$ cat config.mk
export PLATFORM = sky130hd
export DESIGN_NAME = pfd_sampled
export DESIGN_NICKNAME = d
export VERILOG_FILES = /design/src/rtl/pfd_pkg.sv /design/src/rtl/pfd_sync.sv /design/src/rtl/pfd_edge.sv /design/src/rtl/pfd_core.sv /design/src/rtl/pfd_sampled.sv
export SDC_FILE = /design/constraint.sdc
export NUM_CORES = 1
export LEC_CHECK = 0
export BUFFER_PORTS_ARGS = -buffer_cell sky130_fd_sc_hd__buf_2
export CORE_AREA = 4 4 41 43
export CTS_CLUSTER_DIAMETER = 80
export CTS_CLUSTER_SIZE = 24
export DETAILED_ROUTE_END_ITERATION = 7
export DIE_AREA = 0 0 45 47
export GPL_TIMING_DRIVEN = 0
export SLEW_MARGIN = 25
export SYNTH_ARGS = -nofsm -noshare
export SYNTH_HDL_FRONTEND = slang
export SYNTH_HIERARCHICAL = 1
export SYNTH_SLANG_ARGS = --single-unit
$ cat constraint.sdc
create_clock -name clk -period 0.9 [get_ports clk]
set_clock_uncertainty 0.05 [all_clocks]
set_input_delay 0.045 -clock clk [delete_from_list [all_inputs] [get_ports clk]]
set_output_delay 0.045 -clock clk [all_outputs]
set_load 0.05 [all_outputs]
$ cat src/rtl/pfd_pkg.sv
package pfd_pkg;
  // Pending correction request held between the two leading edges.
  typedef struct packed {
    logic up;
    logic dn;
  } pfd_req_t;

  // Shortest synchronizer chain the block accepts.
  localparam int unsigned PFD_MIN_SYNC = 2;
  // Bit positions of the two inputs inside the shared synchronizer bus.
  localparam int unsigned PFD_REF_BIT = 0;
  localparam int unsigned PFD_FB_BIT  = 1;
  localparam int unsigned PFD_NUM_IN  = 2;
endpackage

$ cat src/rtl/pfd_sync.sv
module pfd_sync #(
  parameter int unsigned WIDTH  = 2,
  parameter int unsigned STAGES = 2
) (
  input  logic             clk,
  input  logic             rst_n,
  input  logic [WIDTH-1:0] d_async,
  output logic [WIDTH-1:0] q_sync
);
  localparam int unsigned LAST = STAGES - 1;

  logic [WIDTH-1:0] chain_q [STAGES];
  logic [WIDTH-1:0] chain_d [STAGES];

  for (genvar s = 0; s < STAGES; s++) begin : g_stage
    if (s == 0) begin : g_first
      always_comb chain_d[s] = d_async;
    end else begin : g_next
      always_comb chain_d[s] = chain_q[s-1];
    end

    always_ff @(posedge clk or negedge rst_n) begin
      if (!rst_n) begin
        chain_q[s] <= '0;
      end else begin
        chain_q[s] <= chain_d[s];
      end
    end
  end

  assign q_sync = chain_q[LAST];
endmodule

$ cat src/rtl/pfd_edge.sv
module pfd_edge #(
  parameter int unsigned WIDTH = 2
) (
  input  logic             clk,
  input  logic             rst_n,
  input  logic [WIDTH-1:0] level,
  output logic [WIDTH-1:0] rise
);
  logic [WIDTH-1:0] prev_q;
  logic [WIDTH-1:0] prev_d;

  always_comb prev_d = level;

  always_ff @(posedge clk or negedge rst_n) begin
    if (!rst_n) begin
      prev_q <= '0;
    end else begin
      prev_q <= prev_d;
    end
  end

  // Leading edge: previous sample 0, current sample 1.
  assign rise = level & ~prev_q;
endmodule

$ cat src/rtl/pfd_core.sv
module pfd_core
  import pfd_pkg::*;
(
  input  logic     clk,
  input  logic     rst_n,
  input  logic     ref_rise,
  input  logic     fb_rise,
  output pfd_req_t req_q
);
  pfd_req_t req_d;
  pfd_req_t req_set;

  always_comb begin
    req_set.up = req_q.up | ref_rise;
    req_set.dn = req_q.dn | fb_rise;
    if (req_set.up && req_set.dn) begin
      // Both edges have now been seen: the comparison is complete.
      req_d = '0;
    end else begin
      req_d = req_set;
    end
  end

  always_ff @(posedge clk or negedge rst_n) begin
    if (!rst_n) begin
      req_q <= '0;
    end else begin
      req_q <= req_d;
    end
  end
endmodule

$ cat src/rtl/pfd_sampled.sv
module pfd_sampled
  import pfd_pkg::*;
#(
  parameter int unsigned SYNC_STAGES = 2
) (
  input  logic clk,
  input  logic rst_n,
  input  logic ref_in,
  input  logic fb_in,
  output logic up_n,
  output logic up_p,
  output logic dn_n,
  output logic dn_p
);
  localparam int unsigned STAGES_USED =
    (SYNC_STAGES < PFD_MIN_SYNC) ? PFD_MIN_SYNC : SYNC_STAGES;

  logic [PFD_NUM_IN-1:0] raw_in;
  logic [PFD_NUM_IN-1:0] sync_lvl;
  logic [PFD_NUM_IN-1:0] lvl_rise;
  logic                  r_rise;
  logic                  v_rise;
  pfd_req_t              req_q;

  always_comb begin
    raw_in              = '0;
    raw_in[PFD_REF_BIT] = ref_in;
    raw_in[PFD_FB_BIT]  = fb_in;
  end

  pfd_sync #(
    .WIDTH  (PFD_NUM_IN),
    .STAGES (STAGES_USED)
  ) sync_i (
    .clk     (clk),
    .rst_n   (rst_n),
    .d_async (raw_in),
    .q_sync  (sync_lvl)
  );

  pfd_edge #(
    .WIDTH (PFD_NUM_IN)
  ) edge_i (
    .clk   (clk),
    .rst_n (rst_n),
    .level (sync_lvl),
    .rise  (lvl_rise)
  );

  assign r_rise = lvl_rise[PFD_REF_BIT];
  assign v_rise = lvl_rise[PFD_FB_BIT];

  pfd_core core_i (
    .clk      (clk),
    .rst_n    (rst_n),
    .ref_rise (r_rise),
    .fb_rise  (v_rise),
    .req_q    (req_q)
  );

  assign up_n = ~req_q.up;
  assign up_p =  req_q.up;
  assign dn_n = ~req_q.dn;
  assign dn_p =  req_q.dn;
endmodule

==> metrics.yaml, run 1 <==
critical_path:
  rrSetupSlack_ns: 0.02
  worst_path_largest_cell_delay_ns: 0.42
  crit_chain: "inv_2 -> buf_8"
  cp.required_ns: 0.81
  path_class: "reg2out"
  end_kind: "primary output"
  critPathLaunchType: "register"
  cp_slowest_cell: "dfrtp_2"
  crit_arrival_ns: 0.87
  cp_max_fo: 3
  critPathBufInv: 2
  crit_family: "flip-flops"
outcome:
  failed_checks: "setup timing"
  status: "finished, violations left"
route:
  post-route-drc-count: 0
  wl_per_cell_um: 9.46
  drtIter0Drc: 0
  wl_um: 435
  ant_nets: 0
  dr_total_vias: 169
  firstDrtPassIters: 1
  avgViaCountPerCell: 3.67
clock_tree:
  clockBufferDepth: 2
  clk_pin_slew_ns: 0.06
  clk_latency_ns: 0.25
  tritoncts: "done"
  cts_buffers: 3
  cts.sinks: 8
  cts-root-buf: "clkbuf_4"
  htree_num_levels: 1
floorplanning:
  die_w_um: 45
  row_count: 13
  initial_core_util: 0.195
  die_h_um: 47
  coreArea_um2: 1300
  ios: 8
  die_area_um2: 2120
logic_synthesis:
  syn_nets: 19
  avgSynthCellArea_um2: 16.9
  syn_area_um2: 254
  synth_cells: 15
  yosysSeqAreaShare: 0.788
  ys_ff_latch: 8
  synth_warnings: 6
  yosysUniqueCellTypes: 6
timing:
  setup_viol: 4
  fmax_mhz: 1040
  slew_viol_final: 0
  worst_pin_slew_ns: 0.173
  fin_hold_ws_ns: 0.109
  layout_min_cycle_time_ns: 0.965
  fin_crit_sh: 1.07
  slew_headroom: 0.885
  hold_viol: 0
  rsz0062_at_grt: "true"
  setup_ws_ns: -0.0654
pwr:
  swShare: 0.296
  total_power_mw: 0.941
  internal_power_mw: 0.663
  switchingPower_mw: 0.278
  power_frac_comb: 0.265
  pwr-share-clk: 0.299
  ir_worst_vdd_mv: 1.06
  power_per_cell_area_nw_per_um2: 2260
  cellLeakagePower_nw: 0.196
  seq_power_share: 0.436
worst_hold_path:
  hold_path.class: "in2async"
layout:
  final_common_cell: "dfrtp_1"
  diodes: 0
  fill_cells: 140
  seqCellArea_um2: 203
  final_cell_mix: "6 x dfrtp_1, 4 x buf_4, 3 x clkbuf_4, 3 x dlygate4sd3_1, 3 x buf_2"
  multi_input_area_um2: 56.3
  area_growth_pct: 64.0
  finalNetCount: 36
  layout-drive-gt1-share: 0.645
placed_design:
  portBuffers: 7
  place_congestion: 0.735
run:
  cap_violations: 0
grt:
  antenna_found_initial: 0
  grt_first_pass_wirelength_um: 855
  grt_pass1_vias: 203
  track_usage: 0.0639
  overflow: 0
  grt_max_degree: 9
-- power by group through the flow --
| stage | clock network [mW] | logic [mW] | registers (mW) |
|---|---|---|---|
| after floorplan | 0 | 0.0755 | 0.461 |
| after global placement | 0 | 0.164 | 0.413 |
| after detailed placement | 0 | 0.167 | 0.418 |
| after CTS | 0.302 | 0.241 | 0.410 |
| after global routing | 0.332 | 0.262 | 0.415 |
| final | 0.281 | 0.249 | 0.410 |
-- per-layer routing --
metal,GRT usage,up-vias,share of wire
met1,0.0565,82,0.35
met4,0.0175,0,0
met2,0.0989,11,0.49
met3,0.0690,0,0.15
li1,-,76,-
met5,0,-,0
-- timing repair --
| action | 4_1_cts | 5_1_grt |
|---|---|---|
| resized for setup | 10 | 2 |
| hold buffers | 3 | 0 |
| hold endpoints to repair | 10 | 0 |
| setup buffers | 2 | 0 |
| endpoints found under the setup margin | 4 | 6 |
-- worst register-to-register path, cell delays in order (launching register included) --
cell and delay, ns:
dfrtp_2 0.42, buf_4 0.14, nor2_4 0.09, o21a_1 0.12
-- registers in the layout, summed over array words and instances (netlist names) --
| signal | cells |
|---|---|
| core_i/req_q | 2 |
| edge_i/prev_q | 2 |
| sync_i/chain_d | 2 |
| sync_i/q_sync | 2 |
-- kinds of logic after synthesis --
kind of cell,synth area share
compound gates,0.0296
simple gates,0.153
buf+inv,0.0296
flops,0.788
-- worst paths after layout --
path,startpoint,endpoint,cells after the start
max reg2reg,core_i/req_q[0]$_DFF_PN0_,core_i/req_q[1]$_DFF_PN0_,3
min,rst_n,edge_i/prev_q[0]$_DFF_PN0_,2
max,core_i/req_q[0]$_DFF_PN0_,dn_n,2
min reg2reg,sync_i/chain_d[1]$_DFF_PN0_,sync_i/q_sync[1]$_DFF_PN0_,0
min in group clk,sync_i/chain_d[1]$_DFF_PN0_,sync_i/q_sync[1]$_DFF_PN0_,0
max in group asynchronous,rst_n,core_i/req_q[1]$_DFF_PN0_,2
-- per-stage QoR --
| stage | utilization | TNS [ns] | instances | setup WS [ns] | cell area, um^2 |
|---|---|---|---|---|---|
| 6_report | 0.320 | -0.236 | 46 | -0.0654 | 417 |
| 4_1_cts | 0.313 | -0.294 | 46 | -0.0776 | 407 |
| 3_3_place_gp | 0.238 | 0 | 37 | 0.0825 | 310 |
| 2_1_floorplan | - | -0.111 | 15 | -0.0560 | 256 |
| 3_5_place_dp | 0.238 | 0 | 37 | 0.0411 | 310 |
| 5_1_grt | 0.320 | -0.438 | 46 | -0.116 | 417 |
-- layout make-up --
class / instances / share of cell area
repair buffers: 12 / 0.252
well taps: 15 / 0.0450
clock buffers: 4 / 0.0631
multi-input cells: 5 / 0.135
inverters: 2 / 0.0180
flip-flops and latches: 8 / 0.486
-- synth_stat cells --
cell type | number | area (um^2)
dfrtp_1 | 8 | 200
inv_1 | 2 | 7.51
nor2_2 | 1 | 6.26
nor2b_4 | 2 | 27.5
nor3_1 | 1 | 5.00
o21a_1 | 1 | 7.51
No activity file was read; power rests on OpenSTA's default activity.
==> run 2, diff against run 1 <==
==> constraint.sdc (replaced) <==
create_clock -name clk -period 0.8 [get_ports clk]
set_clock_uncertainty 0.05 [all_clocks]
set_input_delay 0.04 -clock clk [delete_from_list [all_inputs] [get_ports clk]]
set_output_delay 0.04 -clock clk [all_outputs]
set_load 0.05 [all_outputs]
==> run 2 against run 1 <==
The flow still finishes with violations (setup timing). Sequential power up 13%. Final area is 1.8% higher. Critical path depth did not move. Core utilization rose by 0.58 points. Combinational power grew 14%. Register-to-register slack got worse by 0.11 ns. Non-clock buffer count increased by 1. Total power is 14% higher. Worst setup slack got worse by 0.097 ns. Critical path type unchanged. Critical endpoint unchanged.
==> metrics.yaml, run 2 (synthesis gave the netlist of run 1 again) <==
outcome:
  status: "finished, violations left"
  failed_checks: "setup timing"
pwr:
  power_per_cell_area_nw_per_um2: 2520  # +12%
  total_power_mw: 1.07  # +14%
  cellLeakagePower_nw: 0.201  # +2.4%
  ir_worst_vdd_mv: 1.01  # -4.8%
critical_path:
  worst_path_largest_cell_delay_ns: 0.42  # about the same
  path_class: "reg2out"
  rr_startpoint: "core_i/req_q[1]$_DFF_PN0_"
  cp_max_fo: 3  # unchanged
  rrSetupSlack_ns: -0.09  # -0.11 ns
  cp_slowest_cell: "dfrtp_2"
  end_kind: "primary output"
  reg2reg_depth: 2  # -1
  critPathLaunchType: "register"
  crit_chain: "inv_2 -> buf_8"
  timing.rr.end: "core_i/req_q[1]$_DFF_PN0_"
  cp.required_ns: 0.71  # -0.10 ns
  crit_arrival_ns: 0.87  # about the same
timing:
  setup_ws_ns: -0.162  # -0.0966 ns
  fin_crit_sh: 1.20
  slew_headroom: 0.881  # -0.00383
  fmax_mhz: 1040
  worst_pin_slew_ns: 0.178  # +0.00575 ns
  slew_viol_final: 0  # unchanged
  setup_viol: 6  # +2
  hold_viol: 0  # unchanged
  layout_min_cycle_time_ns: 0.962
  rsz0062_at_grt: "true"
placed_design:
  place_congestion: 0.559  # -24%
  portBuffers: 7  # unchanged
  place_ws_ns: -0.0555  # -0.0966 ns
route:
  dr_total_vias: 175  # +3.6%
  avgViaCountPerCell: 3.72  # +1.3%
  drt-met1-wl_um: 148  # -3.3%
  ant_nets: 0  # unchanged
  drtIter0Drc: 2  # +2
  wl_per_cell_um: 9.83  # +3.9%
  post-route-drc-count: 0  # unchanged
  firstDrtPassIters: 2  # +1
  wl_met3_um: 59  # -12%
  met2_length_um: 237  # +11%
  top_layer: "met4"
  wl_um: 462  # +6.2%
layout:
  final_common_cell: "dfrtp_1"
  final_cell_mix: "6 x dfrtp_1, 5 x buf_4, 3 x clkbuf_4, 3 x dlygate4sd3_1, 3 x buf_2"
  area_growth_pct: 67.0
  layout-drive-gt1-share: 0.656  # +0.0111
  diodes: 0  # unchanged
  finalNetCount: 37  # +2.8%
floorplanning:
  die_h_um: 47  # unchanged
  coreArea_um2: 1300  # unchanged
  row_count: 13  # unchanged
  initial_core_util: 0.195  # unchanged
  die_area_um2: 2120  # unchanged
  die_w_um: 45  # unchanged
  ios: 8  # unchanged
clock_tree:
  clk_latency_ns: 0.25  # about the same
  cts.sinks: 8  # unchanged
  clk_pin_slew_ns: 0.06  # about the same
  cts_buffers: 3  # unchanged
  clockBufferDepth: 2  # unchanged
  tritoncts: "done"
  htree_num_levels: 1  # unchanged
  cts-root-buf: "clkbuf_4"
grt:
  grt_max_degree: 9  # unchanged
  grt_pass1_vias: 190  # -6.4%
  track_usage: 0.0639  # unchanged
  antenna_found_initial: 0  # unchanged
  grt_first_pass_wirelength_um: 807  # -5.6%
  overflow: 0  # unchanged
run:
  cap_violations: 0  # unchanged
worst_hold_path:
  hold_path.class: "in2async"
-- run 2: worst max-delay path by stage --
| stage | slack [ns] | end | start |
|---|---|---|---|
| 3_5_place_dp | -0.06 | core_i/req_q[1]$_DFF_PN0_ | sync_i/q_sync[1]$_DFF_PN0_ |
| 3_3_place_gp | -0.02 | core_i/req_q[1]$_DFF_PN0_ | sync_i/q_sync[1]$_DFF_PN0_ |
| 2_1_floorplan | -0.15 | up_n | core_i/req_q[1]$_DFF_PN0_ |
| 5_1_grt | -0.20 | dn_n | core_i/req_q[0]$_DFF_PN0_ |
| 4_1_cts | -0.18 | dn_n | core_i/req_q[0]$_DFF_PN0_ |
| 6_report | -0.16 | dn_n | core_i/req_q[0]$_DFF_PN0_ |
-- run 2: final cells by class --
type / instances / area, um^2
Timing Repair Buffer: 13 / 113
Clock buffer: 4 / 26.3
Sequential cell: 8 / 203
Tap cell: 15 / 18.8
Fill cell: 140 / 877
Inverter: 2 / 7.51
Multi-Input combinational cell: 5 / 56.3
-- run 2: critical path, delay by kind of cell, from the launching register on --
family   cells  cell delay, ns
buf+inv      2            0.19
flops        1            0.42
-- run 2: power breakdown --
| part | internal, mW | leakage (nW) | switching, mW | total [mW] |
|---|---|---|---|---|
| clock network | 0.191 | 0.0150 | 0.134 | 0.324 |
| logic | 0.120 | 0.0933 | 0.163 | 0.283 |
| registers | 0.439 | 0.0930 | 0.0237 | 0.463 |
| total | 0.749 | 0.201 | 0.320 | 1.07 |
-- run 2: repair_timing --
item / in CTS / in global routing
hold buffers: 3 / 0
endpoints found under the setup margin: 6 / 6
setup buffers: 3 / 0
hold endpoints to repair: 10 / 0
gates resized for setup: 12 / 0
-- run 2: per-stage QoR --
| step | setup TNS, ns | util | hold WS, ns | instance area (um^2) | std cells |
|---|---|---|---|---|---|
| global placement | -0.0259 | 0.238 | -0.172 | 310 | 37 |
| CTS | -0.818 | 0.326 | 0.0905 | 424 | 47 |
| floorplan | -0.438 | - | -0.306 | 256 | 15 |
| detailed placement | -0.0937 | 0.238 | -0.163 | 310 | 37 |
| global route | -0.988 | 0.326 | 0.126 | 424 | 47 |
| finish | -0.769 | 0.326 | 0.106 | 424 | 47 |
-- run 2: layer usage --
layer,up-vias,GRT usage
met1,81,0.0541
li1,79,-
met4,0,0.0526
met3,4,0.0575
met2,11,0.0932
met5,-,0
